`src/rtl/cfgspi_pkg.sv`:
```
package cfgspi_pkg;
  localparam int ADDR_W  = 7;
  localparam int DATA_W  = 16;
  localparam int HDR_W   = 1 + ADDR_W;
  localparam int FRAME_W = HDR_W + DATA_W;
  localparam int CNT_W   = $clog2(FRAME_W + 1);

  typedef enum logic {
    OP_WRITE = 1'b0,
    OP_READ  = 1'b1
  } op_e;

  typedef struct packed {
    op_e               op;
    logic [ADDR_W-1:0] addr;
    logic [DATA_W-1:0] data;
  } frame_t;
endpackage

```
`src/rtl/cfgspi_sync.sv`:
```
module cfgspi_sync #(
  parameter int STAGES = 2,
  parameter int W      = 2
) (
  input  logic         clk,
  input  logic         rst,
  input  logic [W-1:0] d,
  output logic [W-1:0] lvl,
  output logic [W-1:0] rise,
  output logic [W-1:0] fall
);
  logic [W-1:0] pipe [STAGES+1];

  always_ff @(posedge clk) begin
    if (rst) pipe[0] <= '0;
    else     pipe[0] <= d;
  end

  for (genvar s = 1; s <= STAGES; s++) begin : g_stage
    always_ff @(posedge clk) begin
      if (rst) pipe[s] <= '0;
      else     pipe[s] <= pipe[s-1];
    end
  end

  assign lvl  = pipe[STAGES-1];
  assign rise = pipe[STAGES-1] & ~pipe[STAGES];
  assign fall = ~pipe[STAGES-1] & pipe[STAGES];
endmodule

```
`src/rtl/cfgspi_frame_rx.sv`:
```
module cfgspi_frame_rx
  import cfgspi_pkg::*;
#(
  parameter int STAGES = 2
) (
  input  logic               clk,
  input  logic               rst,
  input  logic               cs_lvl,
  input  logic               cs_fall,
  input  logic               sck_rise,
  input  logic               sck_fall,
  input  logic               sdi,
  input  logic [DATA_W-1:0]  rd_data,
  output logic [ADDR_W-1:0]  rd_addr,
  output logic               sdo,
  output logic               commit,
  output frame_t             frame_q,
  output logic [CNT_W-1:0]   bit_cnt
);
  localparam logic [CNT_W-1:0] LAST = CNT_W'(FRAME_W);
  localparam logic [CNT_W-1:0] HDR  = CNT_W'(HDR_W);

  logic [STAGES-1:0]  sdi_pipe;
  logic               sdi_s;
  logic [FRAME_W-1:0] shreg;
  logic [DATA_W-1:0]  tx;
  logic               hdr_read;

  // data line delayed as far as clock and select, so a sampled bit lines up with its edge
  always_ff @(posedge clk) begin
    if (rst) sdi_pipe <= '0;
    else     sdi_pipe <= {sdi_pipe[STAGES-2:0], sdi};
  end
  assign sdi_s = sdi_pipe[STAGES-1];

  assign hdr_read = shreg[HDR_W-1];
  assign rd_addr  = shreg[ADDR_W-1:0];
  assign sdo      = tx[DATA_W-1];

  always_ff @(posedge clk) begin
    if (rst) begin
      shreg   <= '0;
      bit_cnt <= '0;
      tx      <= '0;
      commit  <= 1'b0;
      frame_q <= '0;
    end else begin
      commit <= 1'b0;
      if (cs_fall) begin
        frame_q <= frame_t'(shreg);
        commit  <= (bit_cnt == LAST) && (shreg[FRAME_W-1] == OP_WRITE);
      end
      if (!cs_lvl) begin
        bit_cnt <= '0;
        tx      <= '0;
      end else begin
        if (sck_rise && (bit_cnt < LAST)) begin
          shreg   <= {shreg[FRAME_W-2:0], sdi_s};
          bit_cnt <= bit_cnt + 1'b1;
        end
        if (sck_fall && (bit_cnt >= HDR) && (bit_cnt < LAST)) begin
          if (bit_cnt == HDR) tx <= hdr_read ? rd_data : '0;
          else                tx <= tx << 1;
        end
      end
    end
  end
endmodule

```
`src/rtl/cfgspi_regbank.sv`:
```
module cfgspi_regbank
  import cfgspi_pkg::*;
#(
  parameter int                NREG       = 8,
  parameter int                FAULT_W    = 6,
  parameter logic [ADDR_W-1:0] FAULT_ADDR = 7'h2A,
  parameter logic [FAULT_W-1:0] FAULT_RST = 6'h18
) (
  input  logic                   clk,
  input  logic                   rst,
  input  logic [NREG*DATA_W-1:0] dflt,
  input  logic                   wr_en,
  input  logic [ADDR_W-1:0]      wr_addr,
  input  logic [DATA_W-1:0]      wr_data,
  input  logic [ADDR_W-1:0]      rd_addr,
  input  logic [FAULT_W-1:0]     fault_set,
  output logic [DATA_W-1:0]      rd_data,
  output logic [NREG*DATA_W-1:0] cfg_flat,
  output logic [FAULT_W-1:0]     fault_q
);
  logic [DATA_W-1:0]  regs [NREG];
  logic               fault_hit;
  logic [FAULT_W-1:0] fault_kept;

  for (genvar i = 0; i < NREG; i++) begin : g_reg
    always_ff @(posedge clk) begin
      if (rst)                                     regs[i] <= dflt[i*DATA_W +: DATA_W];
      else if (wr_en && (wr_addr == ADDR_W'(i)))   regs[i] <= wr_data;
    end
    assign cfg_flat[i*DATA_W +: DATA_W] = regs[i];
  end

  // clear-only software path, hardware set ORed in last so it wins
  assign fault_hit  = wr_en && (wr_addr == FAULT_ADDR);
  assign fault_kept = fault_hit ? (fault_q & wr_data[FAULT_W-1:0]) : fault_q;

  always_ff @(posedge clk) begin
    if (rst) fault_q <= FAULT_RST;
    else     fault_q <= fault_kept | fault_set;
  end

  always_comb begin
    rd_data = '0;
    if (rd_addr == FAULT_ADDR) rd_data = DATA_W'(fault_q);
    for (int i = 0; i < NREG; i++)
      if (rd_addr == ADDR_W'(i)) rd_data = regs[i];
  end
endmodule

```
`src/rtl/cfg_serial_regs.sv`:
```
module cfg_serial_regs
  import cfgspi_pkg::*;
#(
  parameter int                 NREG        = 8,
  parameter int                 FAULT_W     = 6,
  parameter logic [ADDR_W-1:0]  FAULT_ADDR  = 7'h2A,
  parameter logic [FAULT_W-1:0] FAULT_RST   = 6'h18,
  parameter int                 SYNC_STAGES = 2
) (
  input  logic                   clk,
  input  logic                   rst,
  input  logic                   cs,
  input  logic                   sclk,
  input  logic                   sdi,
  output logic                   sdo,
  input  logic [FAULT_W-1:0]     fault_set,
  input  logic [NREG*DATA_W-1:0] dflt_cfg,
  output logic [NREG*DATA_W-1:0] cfg_out,
  output logic [FAULT_W-1:0]     fault_out
);
  logic [1:0]        s_lvl, s_rise, s_fall;
  logic              cs_lvl;
  logic              wr_commit;
  frame_t            wr_frame;
  logic [ADDR_W-1:0] rd_addr;
  logic [DATA_W-1:0] rd_data;
  logic [CNT_W-1:0]  rx_cnt;

  cfgspi_sync #(.STAGES(SYNC_STAGES), .W(2)) u_sync (
    .clk(clk), .rst(rst), .d({cs, sclk}),
    .lvl(s_lvl), .rise(s_rise), .fall(s_fall)
  );
  assign cs_lvl = s_lvl[1];

  cfgspi_frame_rx #(.STAGES(SYNC_STAGES)) u_rx (
    .clk(clk), .rst(rst),
    .cs_lvl(cs_lvl), .cs_fall(s_fall[1]),
    .sck_rise(s_rise[0]), .sck_fall(s_fall[0]),
    .sdi(sdi), .rd_data(rd_data), .rd_addr(rd_addr),
    .sdo(sdo), .commit(wr_commit), .frame_q(wr_frame), .bit_cnt(rx_cnt)
  );

  cfgspi_regbank #(
    .NREG(NREG), .FAULT_W(FAULT_W), .FAULT_ADDR(FAULT_ADDR), .FAULT_RST(FAULT_RST)
  ) u_bank (
    .clk(clk), .rst(rst), .dflt(dflt_cfg),
    .wr_en(wr_commit), .wr_addr(wr_frame.addr), .wr_data(wr_frame.data),
    .rd_addr(rd_addr), .fault_set(fault_set),
    .rd_data(rd_data), .cfg_flat(cfg_out), .fault_q(fault_out)
  );
endmodule

```
`config.mk`:
```
export PLATFORM = sky130hd
export DESIGN_NAME = cfg_serial_regs
export DESIGN_NICKNAME = d
export VERILOG_FILES = /design/src/rtl/cfgspi_pkg.sv /design/src/rtl/cfgspi_sync.sv /design/src/rtl/cfgspi_frame_rx.sv /design/src/rtl/cfgspi_regbank.sv /design/src/rtl/cfg_serial_regs.sv
export SDC_FILE = /design/constraint.sdc
export NUM_CORES = 1
export LEC_CHECK = 0
export CAP_MARGIN = 20
export CORE_UTILIZATION = 40
export DETAILED_ROUTE_END_ITERATION = 12
export HOLD_SLACK_MARGIN = 0.12
export PLACE_DENSITY = 0.68
export SYNTH_ARGS = -nofsm -noshare
export SYNTH_HDL_FRONTEND = slang
export SYNTH_HIERARCHICAL = 1
export SYNTH_SLANG_ARGS = --single-unit
export TNS_END_PERCENT = 50
```
`constraint.sdc`:
```
create_clock -name clk -period 3.5 [get_ports clk]
set_input_delay 0.875 -clock clk [delete_from_list [all_inputs] [get_ports clk]]
set_output_delay 0.875 -clock clk [all_outputs]
set_load 0.01 [all_outputs]
```
Yosys cells after proc, flatten, opt, wreduce, memory -nomap -nowiden --
Memory sizes are Yosys's and may differ from the RTL's. Cells that the tools add are included.
Word-level totals: memories 2, bits in latches 0, ROM bits 0, output and inout port bits 135, bits of input ports 139, bits in writable memories 134, register bits after elaboration 77
Memory list:
- u_bank.regs | depth 8, width 16, read ports 8, clocked after memory_dff 0, write ports 8, line cfgspi_regbank.sv:21 | logic [DATA_W-1:0] regs [NREG];
- u_sync.pipe | depth 3, width 2, read ports 3, clocked after memory_dff 0, write ports 3, line cfgspi_sync.sv:12 | logic [W-1:0] pipe [STAGES+1];
Cells by class: reduce and logical (&&, ||, !) cells 18, $add $sub $neg 1, muxes and demuxes 50, shift operators 0, multiply operators 0, bitwise logic cells 20, eq/ne operators 18, magnitude comparators 2, divide/modulo/power cells 0
Operators by type and width (number):
- two-way mux 16 bit | 18
- equality test 7 x 3 -> 1 bit (second input constant) | 8
- equality test 7 x 2 -> 1 bit (second input constant) | 4
- two-way mux 1 bit | 27
- equality test 7 x 1 -> 1 bit (second input constant) | 2
- equality test 7 x 6 -> 1 bit (second input constant) | 2
- logical NOT 7 bit | 2
- logical AND 1 bit | 13
- two-way mux 6 bit | 2
- bitwise OR 1 bit | 11
- AND 6 bit | 1
- two-way mux 2 bit | 3
- bitwise OR 6 bit | 1
- adder 5 x 1 -> 5 bit (second input constant) | 1
- equality test 5 x 4 -> 1 bit (second input constant) | 1
- equality test 5 bit (second input constant) | 1
- >= comparator 5 x 4 -> 1 bit (second input constant) | 1
- less-than comparator 5 bit (second input constant) | 1
- NOT 1 bit | 4
- OR reduction 2 bit | 2
- AND 2 bit | 1
- NOT 2 bit | 1
- AND reduction 2 bit | 1
- AND 1 bit | 1

Logic depth before layout (Yosys ltp) --
Gate-level depths: netlist of run 1.
word-level depth 12, gate-level depth with buffers 12, gate-level depth less buffers 7

Cells and area by module --
Netlist of run 1, hierarchy kept.
By module, submodules not included:
- cfgspi_regbank | area an instance 7265.7 um^2, cells an instance 568, instances 1
- cfgspi_frame_rx | area an instance 3034.2 um^2, cells an instance 330, instances 1
- cfgspi_sync | area an instance 182.7 um^2, cells an instance 16, instances 1

Worst setup path before layout of run 1 --
OpenSTA, ideal clock, no wires.
path kind register -> register, start reg u_rx/frame_q[20] in the netlist's numbering, end mem u_bank.regs[3][0], in the netlist u_bank/regs[0][48] (enable), slack 0.363 ns, required time 3.064 ns, cell stages (with the launch flop) 3, setup time 0.436 ns, arrival 2.702 ns, path through dfxtp_1 > or4b_4 > o41ai_1
RTL lines:
- start: declaration | line cfgspi_frame_rx.sv:17 | output frame_t frame_q,
- start signal: assignment | line cfgspi_frame_rx.sv:50 | frame_q <= frame_t'(shreg);
- end: declaration | line cfgspi_regbank.sv:21

Final worst setup path of run 1 --
start reg u_rx.shreg[0], end reg u_rx.tx[6]
On the way: word-level cells in the longest chain between the ends 11, elaborated cells on any way between the ends 18, classes of those cells eq/ne (7); mux (10); reduce/logical (1)
Ends and longest elaborated chain:
- start: declaration | line cfgspi_frame_rx.sv:25 | logic [FRAME_W-1:0] shreg;
- start signal: assignment | line cfgspi_frame_rx.sv:58 | shreg <= {shreg[FRAME_W-2:0], sdi_s};
- logical NOT 7 bit | line cfgspi_regbank.sv:46 | if (rd_addr == ADDR_W'(i)) rd_data = regs[i];
- two-way mux 16 bit (7 in series) | line cfgspi_regbank.sv:46
- two-way mux 16 bit (*) | line cfgspi_regbank.sv:46
- via rd_data[6] | line cfg_serial_regs.sv:26 | logic [DATA_W-1:0] rd_data;
- two-way mux 16 bit (*) (2 in series) | line cfgspi_frame_rx.sv:62 | if (bit_cnt == HDR) tx <= hdr_read ? rd_data : '0;
- end signal: assignment | line cfgspi_frame_rx.sv:62
- end signal: assignment | line cfgspi_frame_rx.sv:63 | else tx <= tx << 1;
- end: declaration | line cfgspi_frame_rx.sv:26 | logic [DATA_W-1:0] tx;
The timed path passes the listed nets; every way through them passes the cells marked *. A chain may end at the register's enable or synchronous reset.

==> results of run 1 <==
==> worst register-to-register path, stage by stage, from the launching register on <==
cell and delay [ns]:
dfxtp_2 0.66, buf_4 0.37, nor2b_1 0.45, o2bb2ai_1 0.20
a32oi_1 0.23, a21oi_1 0.31, nand3_1 0.14, a311oi_2 0.30
==> flip-flops by register name, indices dropped and copies added (netlist names) <==
signal / cells
u_rx/commit: 1
u_rx/bit_cnt: 5
u_bank/regs: 128
u_rx/frame_q: 23
u_bank/fault_q: 6
u_rx/sdi_pipe: 2
u_sync/pipe: 6
u_rx/tx: 16
u_rx/shreg: 24
==> per-stage QoR <==
| stage | hold slack [ns] | area (µm²) | cells |
|---|---|---|---|
| after CTS | 0.439 | 14200 | 1507 |
| after global routing | 0.454 | 14200 | 1510 |
| after detailed placement | 0.425 | 13400 | 1463 |
| final | 0.431 | 14200 | 1510 |
| after global placement | 0.420 | 13400 | 1463 |
| after floorplan | 0.414 | 10400 | 910 |
==> final cells by class <==
cell class,count,area (µm²),share of cell area [%]
tap,330,413,2.90
sequential,211,5510,38.7
multi-input combinational,602,4510,31.7
inverter,20,75.1,0.528
clock inverter,4,20.0,0.141
timing repair buffer,301,2950,20.7
clock buffer,40,753,5.29
antenna,2,5.00,0.0352
==> how the worst max path moves through the flow <==
| stage | start | end | slack, ns | cells past startpoint |
|---|---|---|---|---|
| floorplan | u_rx/frame_q[20] | u_bank/regs[0][48] | 0.36 | 2 |
| global placement | u_rx/shreg[5] | u_rx/tx[1] | 0.85 | 7 |
| detailed placement | rst | u_bank/regs[1][61] | 0.82 | 4 |
| CTS | u_rx/shreg[5] | u_rx/tx[1] | 0.83 | 7 |
| global route | u_rx/shreg[5] | u_rx/tx[1] | 0.56 | 7 |
| finish | u_rx/shreg[0] | u_rx/tx[6] | 0.75 | 7 |
==> power breakdown <==
| group | leakage (nW) | switching [mW] | internal (mW) |
|---|---|---|---|
| Sequential | 1.92 | 0.0622 | 2.74 |
| Clock | 0.383 | 0.991 | 1.46 |
| Combinational | 2.46 | 0.233 | 0.359 |
==> metal layers <==
| layer | global-route usage, % | share of wire (%) |
|---|---|---|
| met2 | 42.2 | 48 |
| met1 | 34.7 | 41 |
| met3 | 3.53 | 7.7 |
| met5 | 0 | 0 |
| met4 | 9.43 | 3.0 |
==> metrics.md, run 1 <==
| Metric | Value |
|---|---|
| Final global-route overflow total | `0` |
| Hold Path Class | `flop to flop` |
| CP endpoint kind | `flop` |
| Via count | `8573` |
| VDD IR-drop max | `a little under 0.3 mV` |
| Crit-path max FO | `21` |
| Initial antenna violation count | `2` |
| Max-slew headroom | `a little over two fifths` |
| WHS Path Cells | `2` |
| Hold violation count in the final report | `0` |
| Hold buffer count at CTS | `0` |
| Worst Hold Endpoint | `u_rx/shreg[0]` |
| Power, Total | `slightly below 6 mW` |
| Pin count of the biggest net entering global routing | `between 60 and 70` |
| Worst Path Arrival | `3.18 ns` |
| GRT Util Overall | `about a quarter` |
| Post-DP HPWL | `about 25000 µm` |
| Routed WL | `approximately 35000 µm` |
| FF-to-FF setup slack | `around 0.75 ns` |
| Worst-skew pair later-pin latency | `between 0.5 and 0.6 ns` |
| Vias in the first global route | `about 8200` |
| Die area | `roughly 0.027 mm²` |
| Share of cells above drive strength 1 | `~20%` |
| Fmax achieved | `roughly 360 MHz` |
| Commonest non-fill, non-tap cells in the layout | `272 x clkdlybuf4s50_1, 134 x mux2_2, 128 x edfxtp_1, 82 x dfxtp_1, 71 x a21oi_1` |
| Syn Area/Cell | `about 11 µm²` |
| Vias per cell | `between 5 and 6` |
| CTS Buffer Depth | `3` |
| Nets | `approximately 1300` |
| Reg-to-reg startpoint | `u_rx/shreg[0]` |
| Core area | `0.0254 mm²` |
| Slew @ Worst Pin | `between 0.8 and 0.9 ns` |
| Routed Antenna Nets | `0` |
| Cell Chain, Critical Path | `buf_4 -> nor2b_1 -> o2bb2ai_1 -> a32oi_1 -> a21oi_1 -> nand3_1 -> a311oi_2` |
| Crit path buffers/inverters | `1` |
| Initial DRC Count | `780` |
| Max_cap viols | `0` |
| I/O pins | `about 270` |
| CTS tree | `yes` |
| Final Wtd Congestion | `0.852` |
| Commonest non-fill, non-tap cell in the layout | `clkdlybuf4s50_1` |
| Drt pass-1 iters | `5` |
| Yosys Warn Count | `6` |
| Leak pwr | `4.77 nW` |
| Post-cts resize count | `0` |
| Synthesized Nets | `1051` |
| Slowest stage delay, CP | `~0.66 ns` |
| Mapped Area | `between 0.01 and 0.015 mm²` |
| Worst setup path class | `flop to flop` |
| Slew Limit Fails | `0` |
| Worst r2r path cells | `7` |
| Unrepaired setup endpoints after global routing | `false` |
| Startpoint Class | `flop` |
| Max H-tree Level | `1` |
| Layout area overhead | `36.2%` |
| DRC Markers | `0` |
| Final number of setup-violating endpoints | `0` |
| Final worst slack | `around 0.75 ns` |
| First-pass GRT wire length | `51200 µm` |
| Port Buf Inserts | `approximately 270` |
| Period minus WS final | `~2.7 ns` |
| Slowest cell on crit path | `dfxtp_2` |
| Clock sinks | `211` |
| Cells after synthesis | `just over 900` |
| Die Y | `around 160 µm` |
| Setup TNS | `0 ns` |
| WL per Instance | `~23 µm` |
| Required @ worst endpoint | `about 4 ns` |
| Period utilization | `between 70% and 80%` |
| Final core occ | `56.0%` |
| CTS Root Cell | `clkbuf_16` |
| Delay-heaviest family, CP | `compound AO/OA/AOI/OAI gates` |
| Status | `completed` |
| Setup slack after placement | `between 0.8 and 0.9 ns` |
| FP Rows | `58` |
| Clock skew | `about 0.015 ns` |
| HP Start | `u_rx/sdi_pipe[1]` |
| Filler cells | `about 2200` |
| Power Density | `just over 400 mW/mm²` |
| Reg2Reg Capture Point | `u_rx/tx[6]` |
| CTS buffer count | `24` |
| Clock transition at path regs | `approximately 0.060 ns` |
| Postcts setup bufs | `0` |
| Horiz. Die Dim | `between 150 and 200 µm` |
| Initial core utilization | `around two fifths` |
No activity file was read; power rests on OpenSTA's default activity.
==> inputs of run 2 (changes only) <==
- PLACE_DENSITY: 0.68 -> 0.7
- clock period: 3.5 -> 2.3 ns (I/O delays scaled with it)
==> metrics.md, run 2 (synthesis gave the netlist of run 1 again) <==
| Metric | Value |
|---|---|
| Top Metal Used | `met4` |
| Final Wtd Congestion | `0.893 (+4.8%)` |
| Final core occ | `57.8% (+1.8 points)` |
| Power, Total | `8.86 mW (+52%)` |
| CTS Buffer Depth | `3 (unchanged)` |
| Max-slew headroom | `50.5% (+8.5 points)` |
| Max H-tree Level | `1 (unchanged)` |
| Post-DP HPWL | `26600 µm (+4.4%)` |
| Routed WL | `35600 µm (+0.75%)` |
| Vias per cell | `5.67 (about the same)` |
| Max FFs per register | `128 (unchanged)` |
| Die Y | `164 µm (unchanged)` |
| Startpoint Class | `flop` |
| Postcts setup bufs | `0 (unchanged)` |
| FP Rows | `58 (unchanged)` |
| Slew Limit Fails | `0 (unchanged)` |
| Reg-to-reg startpoint | `u_rx/shreg[5]` |
| WHS Path Cells | `1 (-1)` |
| Worst Hold Endpoint | `u_rx/sdi_pipe[1]` |
| Share of cells above drive strength 1 | `23.8% (+3.6 points)` |
| Largest regs | `u_bank/regs (128), u_rx/shreg (24), u_rx/frame_q (23)` |
| GRT Util Overall | `26.2% (+0.38 points)` |
| CTS buffer count | `24 (unchanged)` |
| CTS Root Cell | `clkbuf_16` |
| Routed Antenna Nets | `0 (unchanged)` |
| Layout area overhead | `40.6%` |
| Commonest non-fill, non-tap cell in the layout | `clkdlybuf4s50_1` |
| DRT met1 WL | `14400 µm (-1.2%)` |
| Vias in the first global route | `8572 (+4.6%)` |
| Clock transition at path regs | `0.06 ns (about the same)` |
| HP Start | `u_rx/sdi_pipe[0]` |
| Final global-route overflow total | `0 (unchanged)` |
| Slew @ Worst Pin | `0.742 ns (-0.127 ns)` |
| Reg with most FFs | `u_bank/regs` |
| DRC Markers | `0 (unchanged)` |
| Via count | `8803 (+2.7%)` |
| Worst Path Arrival | `2.69 ns (-0.49 ns)` |
| Fmax achieved | `447 MHz (+23%)` |
| Worst setup path class | `flop to flop` |
| Power Density | `604 mW/mm² (+47%)` |
| Worst-skew pair later-pin latency | `0.53 ns (about the same)` |
| Drt pass-1 iters | `5 (unchanged)` |
| Final number of setup-violating endpoints | `0 (unchanged)` |
| WL per Instance | `23.0 µm (-2.0%)` |
| Period utilization | `97.3% (+19 points)` |
| Initial core utilization | `41.1% (unchanged)` |
| Reg2Reg Capture Point | `u_rx/tx[4]` |
| Clock skew | `0.0200 ns (+0.00530 ns)` |
| Leak pwr | `5.01 nW (+5.2%)` |
| Period minus WS final | `2.24 ns (-0.512 ns)` |
| Nets | `1344 (+3.3%)` |
| FF-to-FF setup slack | `0.06 ns (-0.69 ns)` |
| Pin count of the biggest net entering global routing | `46 (-28%)` |
| Worst r2r path cells | `7 (unchanged)` |
| Die area | `0.0268 mm² (unchanged)` |
| Met2 Routed Length | `17500 µm (+2.8%)` |
| Port Buf Inserts | `273 (unchanged)` |
| Commonest non-fill, non-tap cells in the layout | `272 x clkdlybuf4s50_1, 134 x mux2_2, 128 x edfxtp_1, 82 x dfxtp_1, 71 x a21oi_1` |
| Crit-path max FO | `11 (-48%)` |
| Max_cap viols | `0 (unchanged)` |
| Setup slack after placement | `0.0208 ns (-0.802 ns)` |
| Initial DRC Count | `881 (+13%)` |
| Core area | `0.0254 mm² (unchanged)` |
| I/O pins | `274 (unchanged)` |
| CTS tree | `yes` |
| Hold violation count in the final report | `0 (unchanged)` |
| Final worst slack | `0.0632 ns (-0.688 ns)` |
| Setup TNS | `0 ns (unchanged)` |
| First-pass GRT wire length | `52100 µm (+1.7%)` |
| CP endpoint kind | `flop` |
| Met3 WL | `2740 µm (unchanged)` |
| Initial antenna violation count | `0 (-2)` |
| Horiz. Die Dim | `164 µm (unchanged)` |
| VDD IR-drop max | `0.523 mV (+77%)` |
| Status | `completed` |
| Unrepaired setup endpoints after global routing | `false` |
| Hold Path Class | `flop to flop` |
| Required @ worst endpoint | `2.75 ns (-1.18 ns)` |
| Clock sinks | `211 (unchanged)` |
[run 2: cell types whose count changed in the layout (fill, tap and decap cells not counted), sizes merged]
cell / previous run / this run
buf: 29 / 72
clkbuf: 40 / 38
clkinv: 5 / 7
diode: 2 / 1
[run 2: timing repair]
action | in CTS | in global routing
endpoints found under the setup margin | 1 | 8
gates resized for setup | 1 | 11
hold buffers | 0 | 0
pin swaps | 0 | 2
hold endpoints to repair | 0 | 0
[run 2: where the power goes]
| part | internal [mW] | switching, mW |
|---|---|---|
| registers | 4.17 | 0.101 |
| clock network | 2.12 | 1.54 |
| logic | 0.571 | 0.360 |
[run 2: critical path, cell delays in order, from the launching register on]
cell      delay, ns
dfxtp_1        0.34
or3_1          0.41
buf_4          0.20
a211oi_1       0.46
a211oi_1       0.08
o31ai_1        0.27
nand3_1        0.13
a311oi_2       0.27
[run 2: final cells by class]
type / instances / area, µm²
clock buffer: 38 / 713
multi-input combinational: 602 / 4570
inverter: 20 / 75.1
tap: 330 / 413
sequential: 211 / 5510
antenna: 1 / 2.50
fill: 2142 / 10700
timing repair buffer: 344 / 3360
clock inverter: 6 / 41.3
[run 2: per-layer routing]
metal | up-vias | GRT usage (%)
met5 | - | 0
met4 | 0 | 8.46
met3 | 59 | 4.62
met2 | 372 | 43.8
met1 | 4349 | 34.2
li1 | 4023 | -
[run 2: metrics by stage]
stage | cells | hold WS [ns] | area, µm²
after floorplan | 910 | 0.414 | 10500
after global placement | 1507 | 0.421 | 13900
after detailed placement | 1507 | 0.431 | 13900
after CTS | 1551 | 0.446 | 14600
after global routing | 1551 | 0.461 | 14700
final | 1552 | 0.441 | 14700
[run 2: how the worst max path moves through the flow]
stage,slack (ns),endpoint,cells after the start,from
3_5_place_dp,0.02,u_rx/tx[1],7,u_rx/shreg[1]
2_1_floorplan,-0.42,u_bank/regs[1][48],4,u_rx/frame_q[20]
5_1_grt,0.003,u_rx/tx[8],8,u_rx/shreg[5]
6_report,0.06,u_rx/tx[4],7,u_rx/shreg[5]
4_1_cts,0.02,u_rx/tx[2],7,u_rx/shreg[1]
3_3_place_gp,0.07,u_rx/tx[1],7,u_rx/shreg[1]
